`config.mk`:
```
export PLATFORM = sky130hd
export DESIGN_NAME = dsq_env_tx
export DESIGN_NICKNAME = d
export VERILOG_FILES = /design/src/rtl/dsq_pkg.sv /design/src/rtl/dsq_phase_timer.sv /design/src/rtl/dsq_bit_source.sv /design/src/rtl/dsq_env_tx.sv
export SDC_FILE = /design/constraint.sdc
export NUM_CORES = 1
export LEC_CHECK = 0
export ABC_AREA = 0
export BUFFER_PORTS_ARGS = -buffer_cell sky130_fd_sc_hd__buf_4
export CORE_MARGIN = 3
export CORE_UTILIZATION = 40
export CTS_CLUSTER_DIAMETER = 60
export CTS_CLUSTER_SIZE = 28
export DETAILED_ROUTE_END_ITERATION = 6
export GPL_TIMING_DRIVEN = 0
export SLEW_MARGIN = 25
export SYNTH_ARGS = -nofsm -noshare
export SYNTH_HDL_FRONTEND = slang
export SYNTH_SLANG_ARGS = --single-unit
export TNS_END_PERCENT = 50
```
`constraint.sdc`:
```
create_clock -name clk -period 4.8 [get_ports clk]
set_input_delay 0.96 -clock clk [delete_from_list [all_inputs] [get_ports clk]]
set_output_delay 0.96 -clock clk [all_outputs]
set_load 0.005 [all_outputs]
```
`src/rtl/dsq_pkg.sv`:
```
package dsq_pkg;

    typedef enum logic [2:0] {
        ST_IDLE  = 3'd0,
        ST_LEAD  = 3'd1,
        ST_MARK  = 3'd2,
        ST_SPACE = 3'd3,
        ST_TRAIL = 3'd4,
        ST_TONE  = 3'd5,
        ST_HUSH  = 3'd6
    } dsq_state_e;

    typedef enum logic [1:0] {
        BSEL_NONE = 2'b00,
        BSEL_TONE = 2'b01,
        BSEL_DATA = 2'b10,
        BSEL_RSVD = 2'b11
    } dsq_burst_e;

    localparam logic [7:0] BURST_BYTE = 8'hFF;

    function automatic int unsigned max2(input int unsigned a, input int unsigned b);
        return (a > b) ? a : b;
    endfunction

    // parity symbol that makes the nine symbols carry an odd count of ones
    function automatic logic odd_fill(input logic [7:0] b);
        return ~^b;
    endfunction

endpackage

```
`src/rtl/dsq_phase_timer.sv`:
```
module dsq_phase_timer #(
    parameter int DIV  = 27,
    parameter int US_W = 15
) (
    input  logic            clk,
    input  logic            rst,
    input  logic            clear,
    input  logic [US_W-1:0] dur_us,
    output logic            expire
);
    logic            tick;
    logic [US_W-1:0] us_q;

    generate
        if (DIV <= 1) begin : g_direct
            assign tick = 1'b1;
        end else begin : g_prescale
            localparam int PRE_W = $clog2(DIV);
            logic [PRE_W-1:0] pre_q;

            always_ff @(posedge clk) begin
                if (rst || clear) begin
                    pre_q <= '0;
                end else if (pre_q == PRE_W'(DIV - 1)) begin
                    pre_q <= '0;
                end else begin
                    pre_q <= pre_q + 1'b1;
                end
            end

            assign tick = (pre_q == PRE_W'(DIV - 1));

            p_prescale_bound_r13: assert property (@(posedge clk) disable iff (rst)
                pre_q <= PRE_W'(DIV - 1));
        end
    endgenerate

    always_ff @(posedge clk) begin
        if (rst || clear) begin
            us_q <= '0;
        end else if (tick) begin
            us_q <= us_q + 1'b1;
        end
    end

    assign expire = tick && (us_q == dur_us - 1'b1);

endmodule

```
`src/rtl/dsq_bit_source.sv`:
```
module dsq_bit_source #(
    parameter int MAX_BYTES = 6,
    parameter int LEN_W     = 4
) (
    input  logic                   clk,
    input  logic                   rst,
    input  logic                   load_msg,
    input  logic                   load_burst,
    input  logic [8*MAX_BYTES-1:0] msg_data,
    input  logic [LEN_W-1:0]       msg_len,
    input  logic                   step,
    output logic                   cur_bit,
    output logic                   frame_end,
    output logic                   empty
);
    import dsq_pkg::*;

    localparam int IDX_W = $clog2(MAX_BYTES + 1);

    logic [8*MAX_BYTES-1:0] buf_q;
    logic [IDX_W-1:0]       nbytes_q;
    logic [IDX_W-1:0]       bidx_q;
    logic [3:0]             bitpos_q;
    logic [IDX_W-1:0]       len_eff;
    logic [7:0]             cur_byte;

    assign len_eff = (msg_len > LEN_W'(MAX_BYTES)) ? IDX_W'(MAX_BYTES) : msg_len[IDX_W-1:0];

    always_comb begin
        cur_byte = '0;
        for (int i = 0; i < MAX_BYTES; i++) begin
            if (bidx_q == IDX_W'(i)) cur_byte = buf_q[8*i +: 8];
        end
    end

    always_ff @(posedge clk) begin
        if (rst) begin
            buf_q    <= '0;
            nbytes_q <= '0;
            bidx_q   <= '0;
            bitpos_q <= '0;
        end else if (load_msg) begin
            buf_q    <= msg_data;
            nbytes_q <= len_eff;
            bidx_q   <= '0;
            bitpos_q <= '0;
        end else if (load_burst) begin
            buf_q[7:0] <= BURST_BYTE;
            nbytes_q   <= IDX_W'(1);
            bidx_q     <= '0;
            bitpos_q   <= '0;
        end else if (step) begin
            if (bitpos_q == 4'd8) begin
                bitpos_q <= '0;
                bidx_q   <= bidx_q + 1'b1;
            end else begin
                bitpos_q <= bitpos_q + 1'b1;
            end
        end
    end

    assign cur_bit   = (bitpos_q == 4'd8) ? odd_fill(cur_byte) : cur_byte[3'd7 - bitpos_q[2:0]];
    assign frame_end = (bitpos_q == 4'd8) && (bidx_q == nbytes_q - 1'b1);
    assign empty     = (nbytes_q == '0);

    p_len_clamped_r10: assert property (@(posedge clk) disable iff (rst)
        nbytes_q <= IDX_W'(MAX_BYTES));

endmodule

```
`src/rtl/dsq_env_tx.sv`:
```
module dsq_env_tx #(
    parameter int CLK_HZ       = 27_000_000,
    parameter int MAX_BYTES    = 6,
    parameter int BIT_SHORT_US = 500,
    parameter int BIT_LONG_US  = 1000,
    parameter int GAP_US       = 16000,
    parameter int BURST_US     = 12500,
    parameter int TAIL_US      = 20000,
    localparam int LEN_W       = $clog2(MAX_BYTES + 1) + 1
) (
    input  logic                   clk,
    input  logic                   rst,
    input  logic                   start,
    input  logic [LEN_W-1:0]       msg_len,
    input  logic [8*MAX_BYTES-1:0] msg_data,
    input  logic [1:0]             burst_sel,
    input  logic                   tone_en,
    output logic                   env,
    output logic                   busy
);
    import dsq_pkg::*;

    localparam int DIV    = CLK_HZ / 1_000_000;
    localparam int MAX_US = max2(max2(max2(BIT_SHORT_US, BIT_LONG_US), max2(GAP_US, BURST_US)), TAIL_US);
    localparam int US_W   = $clog2(MAX_US + 1);

    dsq_state_e      state_q;
    dsq_burst_e      bsel_q;
    logic            in_burst_q;
    logic            accept;
    logic            expire;
    logic            tmr_clear;
    logic [US_W-1:0] dur_us;
    logic            cur_bit;
    logic            frame_end;
    logic            empty;
    logic            src_step;
    logic            src_burst;

    assign busy   = (state_q != ST_IDLE);
    assign accept = !busy && start;

    always_comb begin
        unique case (state_q)
            ST_LEAD, ST_TRAIL: dur_us = US_W'(GAP_US);
            ST_MARK:           dur_us = cur_bit ? US_W'(BIT_SHORT_US) : US_W'(BIT_LONG_US);
            ST_SPACE:          dur_us = cur_bit ? US_W'(BIT_LONG_US)  : US_W'(BIT_SHORT_US);
            ST_TONE:           dur_us = US_W'(BURST_US);
            ST_HUSH:           dur_us = US_W'(TAIL_US);
            default:           dur_us = US_W'(1);
        endcase
    end

    assign tmr_clear = accept || expire;
    assign src_step  = expire && (state_q == ST_SPACE);
    assign src_burst = expire && (state_q == ST_TRAIL) && (bsel_q == BSEL_DATA);

    dsq_phase_timer #(
        .DIV  (DIV),
        .US_W (US_W)
    ) u_timer (
        .clk    (clk),
        .rst    (rst),
        .clear  (tmr_clear),
        .dur_us (dur_us),
        .expire (expire)
    );

    dsq_bit_source #(
        .MAX_BYTES (MAX_BYTES),
        .LEN_W     (LEN_W)
    ) u_src (
        .clk        (clk),
        .rst        (rst),
        .load_msg   (accept),
        .load_burst (src_burst),
        .msg_data   (msg_data),
        .msg_len    (msg_len),
        .step       (src_step),
        .cur_bit    (cur_bit),
        .frame_end  (frame_end),
        .empty      (empty)
    );

    always_ff @(posedge clk) begin
        if (rst) begin
            state_q    <= ST_IDLE;
            bsel_q     <= BSEL_NONE;
            in_burst_q <= 1'b0;
        end else if (accept) begin
            state_q    <= ST_LEAD;
            bsel_q     <= dsq_burst_e'(burst_sel);
            in_burst_q <= 1'b0;
        end else if (expire) begin
            unique case (state_q)
                ST_LEAD:  state_q <= empty ? ST_TRAIL : ST_MARK;
                ST_MARK:  state_q <= ST_SPACE;
                ST_SPACE: begin
                    if (!frame_end)      state_q <= ST_MARK;
                    else if (in_burst_q) state_q <= ST_HUSH;
                    else                 state_q <= ST_TRAIL;
                end
                ST_TRAIL: begin
                    unique case (bsel_q)
                        BSEL_TONE: state_q <= ST_TONE;
                        BSEL_DATA: begin
                            state_q    <= ST_MARK;
                            in_burst_q <= 1'b1;
                        end
                        default:   state_q <= ST_IDLE;
                    endcase
                end
                ST_TONE:  state_q <= ST_HUSH;
                ST_HUSH:  state_q <= ST_IDLE;
                default:  state_q <= ST_IDLE;
            endcase
        end
    end

    assign env = busy ? ((state_q == ST_MARK) || (state_q == ST_TONE)) : tone_en;

    p_start_takes_r13: assert property (@(posedge clk) disable iff (rst)
        (!busy && start) |=> busy);

    p_end_quiet_r5: assert property (@(posedge clk) disable iff (rst)
        $fell(busy) |-> !$past(env));

    p_hold_request_r11: assert property (@(posedge clk) disable iff (rst)
        (busy && start) |=> $stable(bsel_q));

    p_burst_only_after_trail_r7: assert property (@(posedge clk) disable iff (rst)
        $rose(in_burst_q) |-> (state_q == ST_MARK));

endmodule

```
Word-level counts from Yosys, hierarchy flattened
Index checks and enable logic that the tools add are counted.
Widths: inputs -> output; s select.

operators by class
  multiplexer cells = 26
  magnitude comparators = 2
  reduce and logical (&&, ||, !) cells = 22
  equality and inequality tests = 17
  $add $sub $neg = 7

operators with widths
  cell                   number
  $pmux 15 s5            1
  $mux 8                 8
  $mux 10                2
  $add 15x1->15 const B  1
  $eq 15x15->1           1
  $eq 3x3->1 const B     5
  $mux 3                 5
  $pmux 3 s5             1
  $sub 15x1->15 const B  1
  $eq 3x2->1 const B     4
  $reduce_xnor 8->1      1
  $eq 3x1->1 const B     2
  $logic_and 1x1->1      6
  $logic_not 3->1        2
  $pmux 3 s2             1
  $reduce_or 2->1        3
  $add 5x1->5 const B    1
  $eq 5x5->1 const B     1
  $mux 1                 5
  $add 4x1->4 const B    1
  $eq 4x4->1 const B     1
  $gt 4x3->1 const B     1
  $lt 3x4->1 const B     1
  $mux 4                 1
  15 further kinds       18

storage, ports and cells
  word-level logic and storage cells = 85
  input bits = 58
  register bits = 84

Depth between registers and ports, before layout
Gate-level depths: netlist of run 1.

  depth in word-level cells = 19
  gate-level depth with buffers = 17
  gate-level depth less buffers = 14

By module
From an unflattened synthesis of run 1, not the netlist that was laid out.

unflattened totals
  cells, all modules = 579
  area total of the unflattened synthesis = 4,823.4 um2

by module, submodules not included
  module           cells each  area each (um2)  times used  sequential area each (um2)
  dsq_bit_source   332         2,907.8          1           1,161.1
  dsq_phase_timer  176         1,411.4          1           400.4
  dsq_env_tx       71          504.2            1           120.1

Worst setup path after synthesis of run 1
Ideal clock, no wire load.

  kind = flip-flop to flip-flop
  start point = register u_src.bidx_q[2]
  end point = register u_src.nbytes_q[1]
  setup slack = 1.145 ns
  setup time = 0.132 ns
  required time = 4.668 ns
  buffers on the path = 2
  arrival = 3.523 ns
  cell stages (with the launch flop) = 17
  path through = dfxtp_1 -> clkbuf_1 -> inv_1 -> ha_1 -> or2_1 -> buf_2 -> a221oi_2 -> a221oi_1 -> mux4_2 -> nand2b_1 -> mux2i_1 -> a21oi_2 -> o31a_1 -> o2111ai_2 -> nand4b_2 -> o21ai_4 -> o32ai_1

on the way
  longest elaborated chain between the ends = 18
  elaborated cells between the ends (all ways) = 25

RTL lines
  item                               line                                RTL
  start, declared                    dsq_bit_source.sv:22                logic [IDX_W-1:0] bidx_q;
  start signal, assigned             dsq_bit_source.sv:55                bidx_q <= bidx_q + 1'b1;
  $logic_not 3->1                    dsq_bit_source.sv:32                if (bidx_q == IDX_W'(i)) cur_byte = buf_q[8*i +: 8];
  $mux 8 (5 in series)               dsq_bit_source.sv:32
  $mux 8 *                           dsq_bit_source.sv:32
  $bmux 1 s3                         dsq_bit_source.sv:62                assign cur_bit = (bitpos_q == 4'd8) ? odd_fill(cur_byte) : cur_byte[3'd7 - bitpos_q[2:0]];
  $mux 1 (implied by the code)       dsq_bit_source.sv:62
  $mux 1 *                           dsq_bit_source.sv:62
  $mux 10, on equally long branches  dsq_env_tx.sv:47, dsq_env_tx.sv:46
  $pmux 15 s5 *                      dsq_env_tx.sv:44                    unique case (state_q)
  $sub 15x1->15 *                    dsq_phase_timer.sv:46               assign expire = tick && (us_q == dur_us - 1'b1);
  $eq 15x15->1 *                     dsq_phase_timer.sv:46
  $logic_and 1x1->1 *                dsq_phase_timer.sv:46
  $logic_and 1x1->1 * (2 in series)  dsq_env_tx.sv:56                    assign src_burst = expire && (state_q == ST_TRAIL) && (bsel_q == BSEL_DATA);
  $reduce_bool 2->1 (no line) *      --
  end signal, assigned               dsq_bit_source.sv:44                nbytes_q <= len_eff;
  end, declared                      dsq_bit_source.sv:21                logic [IDX_W-1:0] nbytes_q;

Every way passes the cells marked *; elsewhere a longest branch is shown, timed or not. The select of a mux whose other input is x is not followed.
A chain may end at the register's enable or synchronous reset.

Worst setup path in the final report of run 1
  start point = register u_src.bidx_q[2]
  end point = register u_src.nbytes_q[0]

Same word-level chain as after synthesis.

==> out/qor.yml, run 1 <==
run_status:
  outcome: "finished clean"
cells_and_area:
  diodes: 0
  final_common_cell: "nand2_1"
  multi_input_area_mm2: 0.00257
  fin_cells: 815
  utilization: 0.502
  fin_nets: 741
  design_area_mm2: 0.00552
  layout_common_cells: "nand2_1, dfxtp_1, nor2_1"
  regArea_mm2: 0.00168
  drive_above_1_share: 0.145
  nFillCells: 1079
  syn2layout_area_growth_pct: 21.4
pwr:
  internal_power_mw: 1.39
  total_power_mw: 1.81
  pwr-share-comb: 0.123
  vdd_ir_drop_max_mv: 0.202
  p_seq_frac: 0.415
  p_sw_uw: 419
  switching_share: 0.232
  clockPowerShare: 0.462
  power.density_mw_per_mm2: 328
  leakage_nw: 2.08
timing:
  max-slew-margin-rel: 0.420
  fin_setup_tns_ns: 0
  finalHoldViolations: 0
  clock_skew_ns: 0.00654
  min_period_ns: 4.43
  drv_slew: 0
  worstMarginPinSlew_ns: 0.865
  setup_viol: 0
  fin_hold_ws_ns: 0.456
  fin_ws_ns: 0.370
  achievable-frequency_mhz: 226
  finalCritPeriodShare: 0.923
  rsz0062_at_grt: "no"
floorplanning:
  row_count: 38
  die_height_um: 113
  initial_utilization: 0.414
  die_w_um: 113
  ios: 60
  die_area_mm2: 0.0127
  core_area_mm2: 0.0110
clock_tree:
  clk_pin_slew_ns: 0.06
  cts.sink_count: 84
  clock_path_buffers: 2
  post_cts_buffers: 0
  htreeDepth: 3
  numCtsBuffers: 9
  clockRootBuffer: "clkbuf_16"
  insertion_delay_ns: 0.35
  cts.repair.resized: 0
  cts_hold_buf: 0
  cts_tree: "yes"
route:
  drtPass1Iterations: 4
  post-route-drc-count: 0
  wl_met1_um: 5670
  dr_wl_met3_um: 516
  routedWlPerCell_um: 15.3
  dr_wl_met2_um: 6010
  vias: 4344
  top_layer: "met4"
  ant_nets: 0
  drt_iter0_drc: 322
  wirelength_um: 12500
  via_per_inst: 5.33
placed_design:
  dpl_cell_area_mm2: 0.00516
  io_buffer_count: 59
  dp.cells: 800
  post-dp-hpwl_um: 9330
  post-place-ws_ns: 0.437
  gp_congestion: 0.883
logic_synthesis:
  synth_ff_type: "dfxtp_1"
  synth_compound_area_frac: 0.209
  synth_top_family_by_area: "simple AND/OR/NAND/NOR gates"
  seq_area_frac_synth: 0.370
  synth-simple-area-share: 0.246
  synth_nets: 671
  syn_inst: 601
  syn-cell-area_mm2: 0.00455
  yosysWarningCount: 0
  synth-seq-cells: 84
  ys_types: 57
  synth_edf_count: 0
  yosys.area_share.adder: 0.0330
  synth_xor_area_frac: 0.0578
  avgSynthCellArea_um2: 7.56
  synth_mux_area_frac: 0.0187
  ys_async_sr_fraction: 0
worst_hold_path:
  min_from: "u_src.buf_q[19]"
  whs_path_depth: 2
  hp-class: "reg -> reg"
  hold_path_end: "u_src.buf_q[19]"
setup_path:
  rr_endpoint: "u_src.nbytes_q[0]"
  crit_slowest_cell: "o21ai_1"
  worstSetupEndpointType: "flop"
  cp.arrival_ns: 4.72
  r2r_setup_slack_ns: 0.37
  worstSetupPathType: "reg -> reg"
  crit_fanout: 10
  slowest_delay_ns: 0.70
  r2r_cells: 16
  critPathLaunch: "u_src.bidx_q[2]"
  rr_startpoint: "u_src.bidx_q[2]"
  path_cells: "clkbuf_1 > inv_1 > ha_1 > or2_1 > buf_2 > a221oi_2 > a221oi_1 > mux4_2 > nand2b_1 > mux2i_1 > a21oi_2 > o31a_1 > o2111ai_2 > nand2_1 > o21ai_1 > o21a_1"
  cp-start-kind: "flop"
  worst_ep_required_time_ns: 5.09
flow_run:
  cap_viol_max_count: 0
global_routing:
  grt_max_degree: 14
  antenna_found_initial: 0
  overflow: 0
  grtUsageTotal: 0.201
  grt_pass1_wl_um: 20600
  grt_pass1_vias: 4198
==> critical path: cells and delay by family, from the launching register on <==
kind | cells | cell delay [ns]
DFF | 1 | 0.34
muxes | 2 | 0.69
and+or+nand+nor | 3 | 0.46
AOI/OAI and AO/OA | 7 | 1.90
buffers and inverters | 3 | 0.73
adders and majority gates | 1 | 0.24
==> kinds of logic (layout without fill, tap and decap cells) <==
| kind of cell | after synthesis | count (layout) |
|---|---|---|
| AND/OR/NAND/NOR | 254 | 254 |
| AO/OA/AOI/OAI | 145 | 145 |
| flip-flops | 84 | 84 |
| buffers and inverters | 70 | 144 |
| XOR/XNOR | 30 | 30 |
| adder cells (fa/ha/maj) | 12 | 12 |
| multiplexers | 6 | 6 |
==> power by group through the flow <==
stage          clock, mW  sequential [mW]  combinational, mW
4_1_cts            0.850            0.751              0.222
6_report           0.835            0.751              0.222
5_1_grt            0.880            0.754              0.248
3_5_place_dp           0            0.766              0.221
3_3_place_gp           0            0.765              0.218
2_1_floorplan          0            0.758              0.144
==> how the worst max path moves through the flow <==
| stage | to |
|---|---|
| after global routing | u_src.nbytes_q[1] |
| after detailed placement | u_src.buf_q[7] |
| after floorplan | u_src.nbytes_q[1] |
| after CTS | u_src.nbytes_q[0] |
| final | u_src.nbytes_q[0] |
| after global placement | u_src.buf_q[4] |
==> per-layer routing <==
metal,global-route usage,vias up
li1,-,2191
met4,0.0833,0
met3,0.0307,23
met2,0.332,123
met5,0,-
met1,0.262,2007
==> Yosys cell counts (2+ instances only) <==
cell type | instances | area (um^2)
inv_1 | 27 | 101
o21a_1 | 12 | 90.1
dfxtp_1 | 84 | 1680
nand2_1 | 128 | 480
buf_6 | 2 | 22.5
nand2b_1 | 2 | 12.5
a31oi_1 | 4 | 25.0
mux2i_1 | 4 | 40.0
and3_1 | 2 | 12.5
or3_1 | 4 | 25.0
o22a_1 | 2 | 17.5
nor3_1 | 10 | 50.1
ha_1 | 12 | 150
a221oi_2 | 4 | 60.1
mux4_2 | 2 | 45.0
o21ai_1 | 2 | 10.0
and2_1 | 4 | 25.0
xor2_1 | 13 | 114
nand3b_1 | 9 | 67.6
a21oi_1 | 62 | 310
o32ai_1 | 3 | 26.3
a22oi_1 | 3 | 22.5
nand4_1 | 6 | 37.5
xnor2_1 | 17 | 149
o22ai_1 | 2 | 12.5
buf_4 | 2 | 15.0
nor2_1 | 64 | 240
nand3_1 | 13 | 65.1
a221oi_1 | 13 | 114
a211oi_2 | 2 | 25.0
buf_2 | 8 | 40.0
nor4_1 | 3 | 18.8
o21ai_0 | 23 | 115
clkbuf_1 | 29 | 109
o211ai_1 | 2 | 15.0
==> sequential cells by signal, summed over array words and instances (netlist names) <==
name / count
bsel_q: 2
state_q: 3
u_src.bitpos_q: 4
u_src.buf_q: 48
u_src.bidx_q: 3
in_burst_q: 1
u_src.nbytes_q: 3
u_timer.g_prescale.pre_q: 5
u_timer.us_q: 15
==> layout make-up <==
class / count / share of cell area
clock buffer: 10 / 0.0415
inverter: 28 / 0.0190
sequential: 84 / 0.305
tap: 140 / 0.0317
buffer: 42 / 0.0345
clock inverter: 5 / 0.0227
multi-input combinational: 447 / 0.466
timing repair buffer: 59 / 0.0803
No activity file was read; power rests on OpenSTA's default activity.
==> run 2, diff against run 1 <==
--- a/config.mk
+++ b/config.mk
@@ -5,7 +5,7 @@
 export SDC_FILE = /design/constraint.sdc
 export NUM_CORES = 1
 export LEC_CHECK = 0
-export ABC_AREA = 0
+export ABC_AREA = 1
 export BUFFER_PORTS_ARGS = -buffer_cell sky130_fd_sc_hd__buf_4
 export CORE_MARGIN = 3
 export CORE_UTILIZATION = 40
==> constraint.sdc (replaced) <==
create_clock -name clk -period 3.7 [get_ports clk]
set_input_delay 0.74 -clock clk [delete_from_list [all_inputs] [get_ports clk]]
set_output_delay 0.74 -clock clk [all_outputs]
set_load 0.005 [all_outputs]
==> out/qor.yml, run 2 <==
run_status:
  outcome: "finished clean"
logic_synthesis:
  avgSynthCellArea_um2: 6.47  # -15%
  synth_xor_area_frac: 0.0294  # -0.0284
  synth_top_family_by_area: "simple AND/OR/NAND/NOR gates"
  synth_most_common_cell: "nand2_1"
  synth.largest_area_cell: "dfxtp_1"
  synth_edf_count: 0  # unchanged
  synth-seq-cells: 84  # unchanged
  yosysWarningCount: 0  # unchanged
  yosys-top-cells-count: "nand2_1, inv_1, dfxtp_1"
  ys_types: 38  # -33%
  synth_top_area_share: 0.352  # -0.0176
  syn_inst: 738  # +23%
  syn-cell-area_mm2: 0.00477  # +5.0%
  synth_nets: 808  # +20%
  synth_ff_type: "dfxtp_1"
  synth-simple-area-share: 0.284  # +0.0376
  seq_area_frac_synth: 0.352  # -0.0176
  ys_top_cells_by_area: "dfxtp_1, nand2_1, inv_1"
  synth_compound_area_frac: 0.169  # -0.0401
  ys_async_sr_fraction: 0  # unchanged
  yosys.area_share.adder: 0.0315  # -0.00157
  synth_mux_area_frac: 0.00210  # -0.0166
route:
  post-route-drc-count: 0  # unchanged
  via_per_inst: 4.86  # -8.8%
  drt_iter0_drc: 182  # -43%
  vias: 4654  # +7.1%
  drtPass1Iterations: 5  # +1
  ant_nets: 0  # unchanged
  routedWlPerCell_um: 12.5  # -18%
  wirelength_um: 11900  # -4.2%
setup_path:
  crit_top_cell: "nand2_1"
  worst_ep_required_time_ns: 3.94  # -1.15 ns
  worstSetupPathType: "reg -> reg"
  crit_fanout: 10  # unchanged
  slowest_delay_ns: 0.45  # -0.25 ns
  crit_slowest_cell: "dfxtp_1"
  crit_buf_inv: 4  # +1
  crit_family: "simple AND/OR/NAND/NOR gates"
  cp-start-kind: "flop"
  cp.arrival_ns: 3.56  # -1.16 ns
  r2r_setup_slack_ns: 0.38  # about the same
  worstSetupEndpointType: "flop"
  path_cells: "inv_1 > ha_1 > nand2_4 > buf_6 > nand3_1 > nand2_1 > nand2_1 > a21oi_1 > nand2_1 > nand3_1 > nand3_1 > nand2_1 > nand2_1 > inv_1 > nand2_2 > nand2_1 > nand3_1 > nand2_1 > nand4_2 > nor2_4 > buf_12 > nand3_4 > nand2_2 > nor2_1"
global_routing:
  grt_max_degree: 16  # +2
  grtUsageTotal: 0.186  # -0.0149
  antenna_found_initial: 0  # unchanged
  overflow: 0  # unchanged
  grt_pass1_wl_um: 19700  # -4.5%
  grt_pass1_vias: 4329  # +3.1%
cells_and_area:
  fin_nets: 879  # +19%
  reg.largest.list: "u_src.buf_q: 48 flops, u_timer.us_q: 15 flops, u_timer.g_prescale.pre_q: 5 flops"
  top_register: "u_src.buf_q"
  layout_common_cells: "nand2_1, inv_1, dfxtp_1"
  drive_above_1_share: 0.130  # -0.0150
  syn2layout_area_growth_pct: 21.2
  diodes: 0  # unchanged
  utilization: 0.502  # about the same
  largest_reg_flops: 48  # unchanged
  final_common_cell: "nand2_1"
  design_area_mm2: 0.00578  # +4.8%
pwr:
  vdd_ir_drop_max_mv: 0.370  # +83%
  leakage_nw: 2.72  # +31%
  power.density_mw_per_mm2: 390  # +19%
timing:
  drv_slew: 0  # unchanged
  fin_setup_tns_ns: 0  # unchanged
  clock_skew_ns: 0.0122  # +0.00566 ns
  fin_hold_ws_ns: 0.450  # -0.00524 ns
  setup_viol: 0  # unchanged
  finalHoldViolations: 0  # unchanged
  achievable-frequency_mhz: 302  # +34%
  min_period_ns: 3.32  # -1.11 ns
  rsz0062_at_grt: "no"
  max-slew-margin-rel: 0.616  # +0.197
  finalCritPeriodShare: 0.896  # -0.0268
  worstMarginPinSlew_ns: 0.570  # -0.294 ns
worst_hold_path:
  hp-class: "reg -> reg"
floorplanning:
  die_area_mm2: 0.0133  # +4.7%
  core_area_mm2: 0.0115  # +4.9%
  initial_utilization: 0.414  # +0.000509
  row_count: 39  # +2.6%
  die_w_um: 115  # +2.3%
  ios: 60  # unchanged
  die_height_um: 115  # +2.3%
placed_design:
  gp_congestion: 0.872  # -1.2%
  dpl_cell_area_mm2: 0.00539  # +4.5%
  post-dp-hpwl_um: 9260  # -0.71%
  io_buffer_count: 59  # unchanged
clock_tree:
  clock_path_buffers: 2  # unchanged
  insertion_delay_ns: 0.35  # about the same
  cts_hold_buf: 0  # unchanged
  numCtsBuffers: 9  # unchanged
  clockRootBuffer: "clkbuf_16"
  cts_tree: "yes"
  htreeDepth: 3  # unchanged
  cts.sink_count: 84  # unchanged
  clk_pin_slew_ns: 0.07  # about the same
flow_run:
  cap_viol_max_count: 0  # unchanged
## run 2: cell count changes after synthesis, sizes merged, moves of 16 or more
cell    change
a221oi     -16
inv       +113
nand2      +49
nand3      +32
o21ai      +50
## run 2: final cells by class
cell class	instances	area, um^2
plain buffers	23	115
repair buffers	60	463
multi-input cells	490	2490
clock buffers	10	229
inverters	141	529
well taps	143	179
fillers	1213	5730
clock inverters	6	93.8
flip-flops and latches	84	1680
## run 2: worst paths after layout
kind,from,end,depth (start not counted)
hold reg to reg,u_src.buf_q[26],u_src.buf_q[26],2
setup reg to reg,u_src.bidx_q[0],u_src.bitpos_q[3],24
setup / recovery,u_src.bidx_q[0],u_src.bitpos_q[3],24
hold / removal,u_src.buf_q[26],u_src.buf_q[26],2
## run 2: tightest hold or removal path, delay by kind of cell, from the launching register on
kind | cells | cell delay [ns]
DFF | 1 | 0.30
buffers and inverters | 1 | 0.06
AOI/OAI and AO/OA | 1 | 0.05
## run 2: repair_timing
| action | 4_1_cts | 5_1_grt |
|---|---|---|
| endpoints found under the setup margin | 0 | 42 |
| buffers inserted | 0 | 1 |
| resized for setup | 0 | 20 |
| endpoints found under the hold margin | 0 | 0 |
## run 2: metal layers
metal,up-vias,global-route usage,part of all wire,wire length [um]
met2,76,0.311,0.48,5770
met1,2074,0.224,0.45,5430
met5,-,0,0,0
met3,18,0.0516,0.038,458
met4,0,0.0798,0.024,281
li1,2486,-,-,-
## run 2: where the power goes
| group | internal (mW) | switching (mW) | leakage, nW |
|---|---|---|---|
| Clock | 0.599 | 0.398 | 0.154 |
| Sequential | 0.952 | 0.0203 | 0.689 |
| Combinational | 0.120 | 0.168 | 1.87 |
| Total | 1.67 | 0.587 | 2.72 |
## run 2: kinds of logic (layout without fill, tap and decap cells)
group                    Yosys count  after routing
AND/OR/NAND/NOR                  311            311
buffers and inverters            164            240
AO/OA/AOI/OAI                    150            150
flip-flops                        84             84
XOR/XNOR                          16             16
adder cells (fa/ha/maj)           12             12
multiplexers                       1              1
## run 2: through the flow
step / setup slack [ns] / total power [mW] / std cells
after floorplan: 0.830 / 1.17 / 738
after global placement: 0.141 / 1.27 / 940
after detailed placement: 0.112 / 1.28 / 940
after CTS: 0.0849 / 2.28 / 956
after global routing: 0.00142 / 2.36 / 957
final: 0.385 / 2.26 / 957
==> run 3, diff against run 2 <==
--- a/config.mk
+++ b/config.mk
@@ -5,7 +5,6 @@
 export SDC_FILE = /design/constraint.sdc
 export NUM_CORES = 1
 export LEC_CHECK = 0
-export ABC_AREA = 1
 export BUFFER_PORTS_ARGS = -buffer_cell sky130_fd_sc_hd__buf_4
 export CORE_MARGIN = 3
 export CORE_UTILIZATION = 40
@@ -13,6 +12,7 @@
 export CTS_CLUSTER_SIZE = 28
 export DETAILED_ROUTE_END_ITERATION = 6
 export GPL_TIMING_DRIVEN = 0
+export RECOVER_POWER = 25
 export SLEW_MARGIN = 25
 export SYNTH_ARGS = -nofsm -noshare
 export SYNTH_HDL_FRONTEND = slang
==> out/qor.yml, run 3 (synthesis gave the netlist of run 1 again) <==
global_routing:
  overflow: 0  # unchanged
  grt_pass1_wl_um: 21200  # +7.5%
  antenna_found_initial: 0  # unchanged
  grt_max_degree: 14  # -2
  grtUsageTotal: 0.207  # +0.0205
  grt_pass1_vias: 4307  # -0.51%
setup_path:
  path_cells: "ha_4 > ha_4 > or2_1 > buf_6 > a221oi_4 > a221oi_4 > mux4_2 > nand2b_4 > mux2i_4 > a21oi_4 > o31a_1 > o2111ai_4 > nand4b_4 > o21ai_4 > buf_6 > a21oi_2"
  slowest_delay_ns: 0.50  # +0.05 ns
  path_depth: 16  # -33%
  rr_endpoint: "u_src.bitpos_q[3]"
  critPathLaunch: "u_src.bidx_q[0]"
  worstSetupPathType: "reg -> reg"
  rr_startpoint: "u_src.bidx_q[0]"
  r2r_setup_slack_ns: -0.07  # -0.46 ns
  endpoint: "u_src.bitpos_q[3]"
  r2r_cells: 16  # -33%
  crit_fanout: 8  # -2
  cp.arrival_ns: 4.00  # +0.44 ns
  worstSetupEndpointType: "flop"
  crit_slowest_cell: "mux4_2"
  worst_ep_required_time_ns: 3.93  # about the same
  crit_family: "compound AO/OA/AOI/OAI gates"
  crit_buf_inv: 2  # -2
  cp-start-kind: "flop"
cells_and_area:
  diodes: 0  # unchanged
  design_area_mm2: 0.00603  # +4.2%
  layout_common_cells: "nand2_1, dfxtp_1, buf_4"
  syn2layout_area_growth_pct: 32.6
  utilization: 0.549  # +0.0467
  top_register: "u_src.buf_q"
  final_common_cell: "nand2_1"
  largest_reg_flops: 48  # unchanged
  reg.largest.list: "u_src.buf_q: 48 flops, u_timer.us_q: 15 flops, u_timer.g_prescale.pre_q: 5 flops"
  drive_above_1_share: 0.212  # +0.0820
  fin_nets: 754  # -14%
placed_design:
  dpl_cell_area_mm2: 0.00516  # -4.3%
  io_buffer_count: 59  # unchanged
  gp_congestion: 0.883  # +1.2%
  post-dp-hpwl_um: 9330  # +0.72%
timing:
  drv_slew: 0  # unchanged
  rsz0062_at_grt: "yes"
  max-slew-margin-rel: 0.569  # -0.0475
  worstMarginPinSlew_ns: 0.647  # +0.0765 ns
  clock_skew_ns: 0.00919  # -0.00302 ns
  min_period_ns: 3.77  # +0.458 ns
  finalCritPeriodShare: 1.02  # +0.124
  achievable-frequency_mhz: 265  # -12%
  fin_ws_ns: -0.0733  # -0.458 ns
  setup_viol: 22  # +22
  finalHoldViolations: 0  # unchanged
clock_tree:
  clockRootBuffer: "clkbuf_16"
  insertion_delay_ns: 0.35  # about the same
  clk_pin_slew_ns: 0.07  # about the same
  cts.sink_count: 84  # unchanged
  htreeDepth: 3  # unchanged
  cts_hold_buf: 0  # unchanged
  clock_path_buffers: 2  # unchanged
  numCtsBuffers: 9  # unchanged
  cts_tree: "yes"
route:
  via_per_inst: 5.35  # +10%
  drtPass1Iterations: 5  # unchanged
  drt_iter0_drc: 293  # +61%
  wirelength_um: 13100  # +9.5%
  post-route-drc-count: 0  # unchanged
  ant_nets: 0  # unchanged
  routedWlPerCell_um: 15.8  # +27%
  vias: 4431  # -4.8%
pwr:
  leakage_nw: 2.22  # -18%
  power.density_mw_per_mm2: 397  # +1.7%
  vdd_ir_drop_max_mv: 0.257  # -31%
floorplanning:
  row_count: 38  # -2.6%
  core_area_mm2: 0.0110  # -4.6%
  initial_utilization: 0.414  # -0.000509
  ios: 60  # unchanged
  die_height_um: 113  # -2.3%
  die_w_um: 113  # -2.3%
  die_area_mm2: 0.0127  # -4.5%
run_status:
  violations: "negative setup slack"
  outcome: "finished, violations left"
flow_run:
  cap_viol_max_count: 0  # unchanged
worst_hold_path:
  hp-class: "reg -> reg"
==> run 3: cell count changes in the layout (fill, tap and decap cells not counted), sizes merged, moves of 16 or more <==
cell    delta
inv      -116
a221oi    +16
buf       +16
nand3     -32
nand2     -49
o21ai     -50
==> run 3: through the flow <==
stage / TNS, ns / power [mW] / hold WS [ns] / cells / setup WS [ns]
floorplan: 0 / 1.17 / 0.436 / 601 / 0.0451
global placement: -21.04 / 1.28 / 0.446 / 800 / -0.559
detailed placement: -25.14 / 1.28 / 0.450 / 800 / -0.663
CTS: -0.0358 / 2.38 / 0.458 / 821 / -0.0358
global route: -3.31 / 2.49 / 0.476 / 828 / -0.177
finish: -0.590 / 2.40 / 0.456 / 828 / -0.0733
==> run 3: worst reg2reg max path: cells and delay by family, from the launching register on <==
kind / cells / cell delay [ns]
AO/OA/AOI/OAI: 7 / 1.38
flip-flops: 1 / 0.37
multiplexers: 2 / 0.68
AND/OR/NAND/NOR: 3 / 0.59
adder cells (fa/ha/maj): 2 / 0.32
buffers and inverters: 2 / 0.31
==> run 3: where the power goes <==
part	internal [mW]	switching (mW)
Clock	0.723	0.363
Sequential	0.946	0.0293
Combinational	0.156	0.178
==> run 3: per-layer routing <==
metal  global-route usage  share of wire
met5                    0              0
met1                0.268           0.45
met4               0.0881          0.024
met2                0.342           0.49
met3               0.0307          0.041
==> run 3: timing repair <==
action,in CTS,in global routing
pin swaps,9,18
setup buffers,7,7
gates resized for setup,42,40
endpoints found under the setup margin,42,41
==> run 3: worst min-delay path by stage <==
stage,start,end,cells past startpoint
floorplan,u_src.buf_q[16],u_src.buf_q[16],2
detailed placement,u_src.buf_q[19],u_src.buf_q[19],2
finish,u_src.buf_q[19],u_src.buf_q[19],2
CTS,u_src.buf_q[19],u_src.buf_q[19],2
global placement,u_src.buf_q[16],u_src.buf_q[16],2
global route,u_src.buf_q[19],u_src.buf_q[19],2
==> run 3: cell type report <==
class	count	area [um^2]
plain buffers	41	238
clock buffers	10	229
clock inverters	5	125
fillers	1026	4950
inverters	28	105
multi-input cells	447	2910
flip-flops and latches	84	1690
well taps	140	175
repair buffers	73	556
